==> src/rtl/fsa_pkg.sv <==
// Package: shared widths and bit positions of the fault status word.
// Assumes the status word layout is fixed; positions are decoded by software.
package fsa_pkg;
    localparam int STAT_W    = 14;
    localparam int RSVD_W    = 2;
    localparam int LIVE_W    = STAT_W - RSVD_W;
    localparam int TEMP_N    = 5;
    localparam int CELL_N    = 12;
    localparam int WIRE_N    = CELL_N + 1;

    localparam int B_CLK     = 2;
    localparam int B_WDOG    = 3;
    localparam int B_OT      = 4;
    localparam int B_OV      = 5;
    localparam int B_UV      = 6;
    localparam int B_OW      = 7;
    localparam int B_SUPPLY  = 8;
    localparam int B_GROUND  = 9;
    localparam int B_CSUM    = 10;
    localparam int B_VREF    = 11;
    localparam int B_VREG    = 12;
    localparam int B_LOOP    = 13;
endpackage

==> src/rtl/fsa_any_reduce.sv <==
// Module: OR-reduces one detailed fault vector into its summary request.
// Assumes the flags are already synchronous to clk.
module fsa_any_reduce #(
    parameter int W = 12
) (
    input  logic [W-1:0] flags,
    output logic         any_set
);
    // Purpose: a summary is requested while any detailed flag is set.
    always_comb begin
        any_set = |flags;
    end
endmodule

==> src/rtl/fsa_sticky_bank.sv <==
// Module: a bank of sticky status bits. A set request wins over a clear.
// A clear takes effect only on bits whose request is low.
// Assumes clr is a single-cycle qualified clearing strobe.
module fsa_sticky_bank #(
    parameter int N = 12
) (
    input  logic         clk,
    input  logic         rst_n,
    input  logic [N-1:0] set_req,
    input  logic         clr,
    output logic [N-1:0] q
);
    for (genvar i = 0; i < N; i++) begin : g_bit
        // Purpose: latch a set request; drop the bit only on a clear with no request.
        always_ff @(posedge clk) begin
            if (!rst_n)
                q[i] <= 1'b0;
            else if (set_req[i])
                q[i] <= 1'b1;
            else if (clr)
                q[i] <= 1'b0;
        end

        // a request makes the bit 1 after the edge
        p_set_r3: assert property (@(posedge clk) disable iff (!rst_n)
            set_req[i] |=> q[i]);
        // a set bit stays set without a clear
        p_hold_r3: assert property (@(posedge clk) disable iff (!rst_n)
            (q[i] && !clr) |=> q[i]);
        // a clear with no request empties the bit
        p_clear_r5: assert property (@(posedge clk) disable iff (!rst_n)
            (clr && !set_req[i]) |=> !q[i]);
        // a request in the clearing cycle wins
        p_prio_r8: assert property (@(posedge clk) disable iff (!rst_n)
            (clr && set_req[i]) |=> q[i]);
        // a clear bit never rises without a request
        p_noset_r7: assert property (@(posedge clk) disable iff (!rst_n)
            (!q[i] && !set_req[i]) |=> !q[i]);
    end
endmodule

==> src/rtl/fault_status_agg.sv <==
// Module: top of the latched fault status aggregator.
// It maps events and detailed fault summaries onto a 14-bit sticky word.
// It decodes the host clearing write and drives the active-low fault line.
// Assumes all inputs are synchronous to clk; bits 1:0 are reserved.
module fault_status_agg
    import fsa_pkg::*;
(
    input  logic              clk,
    input  logic              rst_n,
    input  logic              wr_en,
    input  logic [STAT_W-1:0] wr_data,
    output logic [STAT_W-1:0] rd_data,
    output logic              fault_n,
    input  logic              clk_a_fail,
    input  logic              clk_b_fail,
    input  logic              wdog_expired,
    input  logic              supply_open,
    input  logic              ground_open,
    input  logic              csum_mismatch,
    input  logic              vref_bad,
    input  logic              vreg_bad,
    input  logic              loopback_fail,
    input  logic [TEMP_N-1:0] temp_flags,
    input  logic [CELL_N-1:0] ov_flags,
    input  logic [CELL_N-1:0] uv_flags,
    input  logic [WIRE_N-1:0] ow_flags
);
    logic              ot_any, ov_any, uv_any, ow_any;
    logic [STAT_W-1:0] req;
    logic [LIVE_W-1:0] live_q;
    logic              clr_wr;

    fsa_any_reduce #(.W(TEMP_N)) u_red_ot (.flags(temp_flags), .any_set(ot_any));
    fsa_any_reduce #(.W(CELL_N)) u_red_ov (.flags(ov_flags),   .any_set(ov_any));
    fsa_any_reduce #(.W(CELL_N)) u_red_uv (.flags(uv_flags),   .any_set(uv_any));
    fsa_any_reduce #(.W(WIRE_N)) u_red_ow (.flags(ow_flags),   .any_set(ow_any));

    // Purpose: place every set request at its status bit position.
    always_comb begin
        req           = '0;
        req[B_CLK]    = clk_a_fail | clk_b_fail;
        req[B_WDOG]   = wdog_expired;
        req[B_OT]     = ot_any;
        req[B_OV]     = ov_any;
        req[B_UV]     = uv_any;
        req[B_OW]     = ow_any;
        req[B_SUPPLY] = supply_open;
        req[B_GROUND] = ground_open;
        req[B_CSUM]   = csum_mismatch;
        req[B_VREF]   = vref_bad;
        req[B_VREG]   = vreg_bad;
        req[B_LOOP]   = loopback_fail;
    end

    // Purpose: only a write of all zeros is a clearing write.
    always_comb begin
        clr_wr = wr_en && (wr_data == '0);
    end

    fsa_sticky_bank #(.N(LIVE_W)) u_bank (
        .clk     (clk),
        .rst_n   (rst_n),
        .set_req (req[STAT_W-1:RSVD_W]),
        .clr     (clr_wr),
        .q       (live_q)
    );

    // Purpose: assemble the read word with reserved bits at 0 and drive the fault line.
    always_comb begin
        rd_data = {live_q, {RSVD_W{1'b0}}};
        fault_n = ~|live_q;
    end

    // any fault source drives the line low after the edge
    p_line_low_r9: assert property (@(posedge clk) disable iff (!rst_n)
        (|req) |=> !fault_n);
    // a clearing write cannot empty OV while a cell flag is set
    p_ov_blocked_r6: assert property (@(posedge clk) disable iff (!rst_n)
        (wr_en && wr_data == '0 && |ov_flags) |=> rd_data[B_OV]);
    // same guard for the open-wire summary
    p_ow_blocked_r6: assert property (@(posedge clk) disable iff (!rst_n)
        (wr_en && wr_data == '0 && |ow_flags) |=> rd_data[B_OW]);
    // a nonzero write with no events leaves the word unchanged
    p_nz_write_r7: assert property (@(posedge clk) disable iff (!rst_n)
        (wr_en && wr_data != '0 && req == '0) |=> $stable(rd_data));
endmodule

==> config.mk <==
export PLATFORM = sky130hd
export DESIGN_NAME = fault_status_agg
export DESIGN_NICKNAME = d
export VERILOG_FILES = /design/src/rtl/fsa_pkg.sv /design/src/rtl/fsa_any_reduce.sv /design/src/rtl/fsa_sticky_bank.sv /design/src/rtl/fault_status_agg.sv
export SDC_FILE = /design/constraint.sdc
export NUM_CORES = 1
export LEC_CHECK = 0
export ABC_AREA = 1
export BUFFER_PORTS_ARGS = -buffer_cell sky130_fd_sc_hd__clkbuf_2
export CAP_MARGIN = 5
export CORE_MARGIN = 4
export CORE_UTILIZATION = 31
export DETAILED_ROUTE_END_ITERATION = 16
export PLACE_DENSITY = 0.79
export SLEW_MARGIN = 20
export SYNTH_ARGS = -nofsm -noshare
export SYNTH_HDL_FRONTEND = slang
export SYNTH_SLANG_ARGS = --single-unit
==> constraint.sdc <==
create_clock -name clk -period 1 [get_ports clk]
set_clock_uncertainty 0.2 [all_clocks]
set_input_delay 0.05 -clock clk [delete_from_list [all_inputs] [get_ports clk]]
set_output_delay 0.05 -clock clk [all_outputs]
set_load 0.01 [all_outputs]
; Word-level counts from Yosys, hierarchy flattened
; Index checks and enable logic that the tools add are counted.
[word_totals]
ff_bits = 12
output_inout_bits = 15
wordCells = 46
[op_classes]
reduce_logical = 20
muxes = 13
bitwise_logic = 1
[ops]
columns = cell, count
row1 = OR reduction 12 bit, 3
row2 = nonzero test 2 bit, 12
row3 = logical NOT 14 bit, 1
row4 = 2-to-1 mux 1 bit, 13
row5 = OR reduction 13 bit, 1
row6 = OR reduction 5 bit, 1
row7 = logical AND 1 bit, 1
row8 = logical NOT 1 bit, 1
row9 = bitwise OR 1 bit, 1

; Depth between registers and ports, before layout
; Gate-level depths: netlist (run 1).
[logic_depth]
word_depth = 4
depth_mapped = 7

; Modules after synthesis
; A second synthesis (run 1) with hierarchy kept.
[unflattened]
hier_cells = 141
hier_area_um2 = 773.2
[modules_own_cells]
columns = module, instances, area_each_um2, cells_each
row1 = fsa_sticky_bank, 1, 420.4, 52
row2 = fault_status_agg, 1, 197.7, 50
row3 = fsa_any_reduce (u_red_ov ...), 2, 43.8, 11
row4 = fsa_any_reduce (u_red_ow), 1, 51.3, 13
row5 = fsa_any_reduce (u_red_ot), 1, 16.3, 4

; Worst setup path after synthesis (run 1)
; OpenSTA, ideal clock, no wires.
[synth_timing]
kind = reg-to-output
from = reg u_bank.q[1]
to = out fault_n
required_time_ns = 0.750
slack_ns = -0.139
path_stages_with_launch = 4
t_arrival_ns = 0.889
path_cell_list = dfxtp_1 nor2_1 nand2_1 nor4_1
[synth_between]
elab_chain_len = 2
[synth_lines]
columns = item, line_no
row1 = from (decl), fsa_sticky_bank.sv:11  ; output logic [N-1:0] q
row2 = "from (signal, indexed assignment)", fsa_sticky_bank.sv:17  ; q[i] <= 1'b0;
row3 = "from (signal, indexed assignment)", fsa_sticky_bank.sv:19  ; q[i] <= 1'b1;
row4 = "from (signal, indexed assignment)", fsa_sticky_bank.sv:21  ; q[i] <= 1'b0;
row5 = OR reduction 12 bit, fault_status_agg.sv:71  ; fault_n = ~|live_q;
row6 = logical NOT 1 bit, fault_status_agg.sv:71
row7 = to (decl), fault_status_agg.sv:13  ; output logic fault_n,
; Every way passes these cells.

; Worst setup path after layout (run 1)
; Ends and elaborated chain as after synthesis.

==> impl_metrics.toml, run 1 <==
[final_layout]
n_fill_cell = 172
final_nets = 292
final_cells = 250
regMostFlops = "u_bank.q"
largest_reg_flops = 12
top_regs = "u_bank.q: 12 flops"
layout-drive-gt1-share_pct = 53.8
syn2layout_area_growth_pct = 125
fin_util_pct = 75.1
final_area_um2 = 1520
num_antenna_cells = 0

[detailed_routing]
vias = 1061
drt_iter0_drc = 7
drt-wirelength-per-cell_um = 10.4
drc = 0
vias_per_cell = 4.24
detail-route-antenna-nets = 0
wl_um = 2600
first_pass_iters = 4

[clock_tree]
htreeDepth = 1
cts_inserted_buffers = 3
ctsHoldBuffers = 10
clkLatencyLatePin_ns = 0.27
cts-root-buf = "clkbuf_4"
path_clk_slew_ns = 0.07
cts_tree = "built"
cts.sinks = 12
cts.path.max_buffers = 2

[synth]
synth_compound_area_share_pct = 8.91
yosys.area_share.adder_pct = 0
synthMuxAreaShare_pct = 0
yosysUniqueCellTypes = 14
synth_warnings = 0
syn_inst = 115
synth_xor_area_share_pct = 0
synth-seq-cells = 12
synthSimpleGateAreaFrac_pct = 41.6
yosysSeqAreaShare_pct = 35.6
syn-cell-area_um2 = 674
syn_avg_cell_area_um2 = 5.86
synth_top_family_by_area = "simple AND/OR/NAND/NOR gates"

[floorplanning]
initial_utilization_pct = 33.4
pin_count = 83
die_area_um2 = 2990
coreArea_um2 = 2020
rows = 16
die_y_um = 54.6
fp.dieW_um = 54.6

[power]
p_sw_share_pct = 24.9
total_power_mw = 1.36
p_int_mw = 1.02
clkPwrFrac_pct = 27.7
switchingPower_mw = 0.338
p_leak_nw = 0.861
cellPowerDensity_nw_per_um2 = 893
irDropWorstVdd_v = 0.000651
power_frac_seq_pct = 39.8
comb_power_share_pct = 32.5

[timing]
max_freq_mhz = 721
rsz0062_at_grt = "true"
period_share_pct = 139
period_needed_ns = 1.39
final_hold_viol_count = 4
timing.setup.tns_ns = -1.39
fin_hold_ws_ns = -0.0680
slew_violations = 0
worst_slack_ns = -0.387
finalSetupViolations = 14

[global_route]
grt_max_degree = 13
grt_use_total_pct = 17.3
grt_pass1_vias = 1009
grt_pass1_wl_um = 3780
overflow = 0
antenna_found_initial = 0

[placed_design]
dp_slack_ns = -0.102
finalWeightedCongestion = 0.672
dp.cells = 233
place_hpwl_um = 1820
port-buffer-count = 80
place_area_um2 = 1200

[critical_path]
end_kind = "primary output"
r2r_slack_ns = -0.02
path_class = "reg2out"
cp_max_fo = 2
critical_path_required_ns = 0.75
reg2regPathDepth = 4
cp-start-kind = "register"
timing.rr.end = "u_bank.q[4]"
crit_start = "u_bank.q[1]"
arrival_ns = 1.14
cp-endpoint = "fault_n"
regToRegStartpoint = "u_bank.q[4]"

[outcome]
violations = "hold timing, setup timing"
status = "finished, violations left"

[hold_path]
hold_path.class = "in2reg"

[flow_run]
cap_violations = 0
-- layout make-up --
class	count	area, um^2	area share (%)
tap	27	33.8	2.22
clock buffer	4	36.3	2.39
sequential	12	258	17.0
inverter	16	60.1	3.95
multi-input combinational	84	379	25.0
timing repair buffer	107	752	49.5
-- worst min path at each step --
| stage | startpoint | endpoint | slack (ns) | cells after the start |
|---|---|---|---|---|
| after floorplan | vreg_bad | u_bank.q[10] | -0.02 | 2 |
| after global placement | loopback_fail | u_bank.q[11] | 0.07 | 3 |
| after detailed placement | ground_open | u_bank.q[7] | 0.08 | 3 |
| after CTS | ov_flags[8] | u_bank.q[3] | -0.08 | 5 |
| after global routing | ov_flags[8] | u_bank.q[3] | -0.04 | 5 |
| final | ov_flags[8] | u_bank.q[3] | -0.07 | 5 |
-- cell usage in the layout, fill, tap and decap left out --
cell	n
clkbuf_2	67
nor2_1	31
nand2_1	25
buf_6	19
inv_1	16
a21oi_1	11
dfxtp_2	11
dlygate4sd3_1	10
buf_4	7
and2_1	4
nor2_2	3
clkbuf_4	3
buf_8	3
nand2_2	2
nand3_1	2
nor3_1	2
conb_1	2
nor4_4	1
a21oi_2	1
clkbuf_8	1
buf_2	1
dfxtp_4	1
-- metal layers --
layer	wire (um)	track usage, %	up-vias
met2	1480	34.3	47
met4	10	4.98	0
li1	-	-	559
met1	880	17.7	453
met5	0	0	-
met3	224	3.54	2
-- synthesized netlist by cell type (all sizes together) --
library cell / n / area, um^2
a21oi: 12 / 60.1
and2: 4 / 25.0
buf: 3 / 26.3
clkbuf: 1 / 3.75
conb: 1 / 3.75
dfxtp: 12 / 240
inv: 16 / 60.1
nand2: 27 / 101
nand3: 2 / 10.0
nor2: 34 / 128
nor3: 2 / 10.0
nor4: 1 / 6.26
-- cells by family (layout without fill, tap and decap cells) --
family,after synthesis,count (layout)
buffers and inverters,20,127
DFF,12,12
other,1,2
and+or+nand+nor,70,70
AOI/OAI and AO/OA,12,12
-- power by group through the flow --
stage | sequential [mW] | combinational, mW | clock [mW]
2_1_floorplan | 0.560 | 0.0915 | 0
3_3_place_gp | 0.537 | 0.314 | 0
3_5_place_dp | 0.539 | 0.321 | 0
4_1_cts | 0.537 | 0.378 | 0.390
5_1_grt | 0.545 | 0.489 | 0.422
6_report | 0.540 | 0.440 | 0.376
-- worst max-delay path, cell delays in order (launching register included) --
cell and delay, ns:
dfxtp_2 0.33, nor2_2 0.12, nand2_2 0.07, nor4_4 0.18, buf_2 0.17
-- repair_timing --
action                                 in CTS  in global routing
setup endpoints to repair                  13                 15
pin swaps                                   0                  4
endpoints found under the hold margin      12                  4
resized for setup                          21                 35
setup buffers                               0                  6
(Power assumes the default switching activity.)
==> run 2, diff against run 1 <==
- PLACE_DENSITY: 0.79 -> 0.77
==> run 2 against run 1 <==
Effect of this change: the flow still finishes with violations (hold timing, setup timing); non-clock buffer count stayed put; sequential share of layout area is 0.26 points lower; cell count is the same; critical endpoint unchanged; highest routed layer is now met3; register-to-register slack improved by 0.02 ns; clock power about the same.
==> impl_metrics.toml, run 2 (same netlist as run 1, synthesis figures left out) <==
[outcome]
status = "finished, violations left"
violations = "hold timing, setup timing"

[critical_path]
cp_max_fo = 3
regToRegStartpoint = "u_bank.q[1]"
path_class = "reg2out"
cpMaxStageDelayCell = "dfxtp_2"
critical_path_required_ns = 0.75
cp-start-kind = "register"
crit_start = "u_bank.q[5]"
end_kind = "primary output"
arrival_ns = 1.16
slowest_delay_ns = 0.33
path_cells = "nor2_2 > nand2_2 > nor4_4 > buf_2"

[detailed_routing]
detail-route-antenna-nets = 0
drt_iter0_drc = 15
drc = 0
vias = 1050
drt-wirelength-per-cell_um = 9.97
vias_per_cell = 4.20
first_pass_iters = 4
wl_um = 2490

[global_route]
antenna_found_initial = 0
grt_max_degree = 13
grt_use_total_pct = 17.3
grt_pass1_wl_um = 3800
grt_pass1_vias = 988
overflow = 0

[final_layout]
regMostFlops = "u_bank.q"
fin_util_pct = 75.6
n_fill_cell = 163
top_regs = "u_bank.q: 12 flops"
final_common_cell = "clkbuf_2"
num_antenna_cells = 0
largest_reg_flops = 12
final_cells = 250
syn2layout_area_growth_pct = 127
layout_common_cells = "clkbuf_2, nor2_1, nand2_1"
final_nets = 292
layout-drive-gt1-share_pct = 55.6

[timing]
slew_violations = 0
rsz0062_at_grt = "true"
period_needed_ns = 1.41
max_freq_mhz = 709
finalSetupViolations = 13
timing.setup.tns_ns = -1.28
worst_slack_ns = -0.411
final_hold_viol_count = 5
fin_hold_ws_ns = -0.0695
period_share_pct = 141

[floorplanning]
coreArea_um2 = 2020
die_y_um = 54.6
pin_count = 83
initial_utilization_pct = 33.4
die_area_um2 = 2990
rows = 16
fp.dieW_um = 54.6

[placed_design]
dp.cells = 232
finalWeightedCongestion = 0.702
port-buffer-count = 80
place_hpwl_um = 1890

[clock_tree]
cts.path.max_buffers = 2
cts.sinks = 12
cts-root-buf = "clkbuf_4"
cts_inserted_buffers = 3
cts_tree = "built"
htreeDepth = 1
path_clk_slew_ns = 0.07
clkLatencyLatePin_ns = 0.27
ctsHoldBuffers = 9

[power]
irDropWorstVdd_v = 0.000974
total_power_mw = 1.36
p_leak_nw = 0.862
cellPowerDensity_nw_per_um2 = 889

[hold_path]
hp-start = "ov_flags[8]"
hold_path.class = "in2reg"

[flow_run]
cap_violations = 0
==> run 2: critical path, delay by kind of cell (launching register included) <==
kind / cells / cell delay (ns)
buf+inv: 1 / 0.18
flops: 1 / 0.33
simple gates: 3 / 0.39
==> run 2: metrics by stage <==
stage | worst slack (ns) | area, um^2 | hold slack, ns
6_report | -0.411 | 1530 | -0.0695
5_1_grt | -0.492 | 1530 | -0.0708
4_1_cts | -0.415 | 1410 | -0.0785
3_5_place_dp | -0.117 | 1190 | 0.0828
3_3_place_gp | -0.102 | 1190 | 0.0772
2_1_floorplan | -0.0154 | 693 | -0.0160
==> run 2: where the power goes <==
part	leakage [nW]	switching, mW	internal, mW
clock	0.0210	0.151	0.221
combinational	0.739	0.154	0.286
sequential	0.102	0.0290	0.517
==> run 2: path summary, 6_finish.rpt <==
path,endpoint,slack (ns),cells after the start
max,fault_n,-0.41,4
min,u_bank.q[3],-0.07,5
max reg2reg,u_bank.q[1],0,4
min reg2reg,u_bank.q[5],0.28,2
==> run 2: area by class of cell <==
class                           count  area [um^2]  area share [%]
Clock buffer                        4         36.3            2.38
Inverter                           16         60.1            3.93
Timing Repair Buffer              107          753            49.3
Tap cell                           27         33.8            2.21
Multi-Input combinational cell     84          389            25.5
Sequential cell                    12          255            16.7
==> run 2: per-layer routing <==
metal	vias up	global-route usage (%)	part of all wire, %
met5	-	0	0
met4	0	1.24	0
met3	0	6.27	11
met2	52	35.6	55
met1	440	16.3	34
li1	558	-	-
==> run 2: what timing repair did <==
| action | in CTS | in global routing |
|---|---|---|
| buffers inserted | 2 | 9 |
| pin swaps | 2 | 6 |
| endpoints found under the hold margin | 12 | 3 |
| endpoints found under the setup margin | 13 | 14 |
| resized for setup | 24 | 39 |
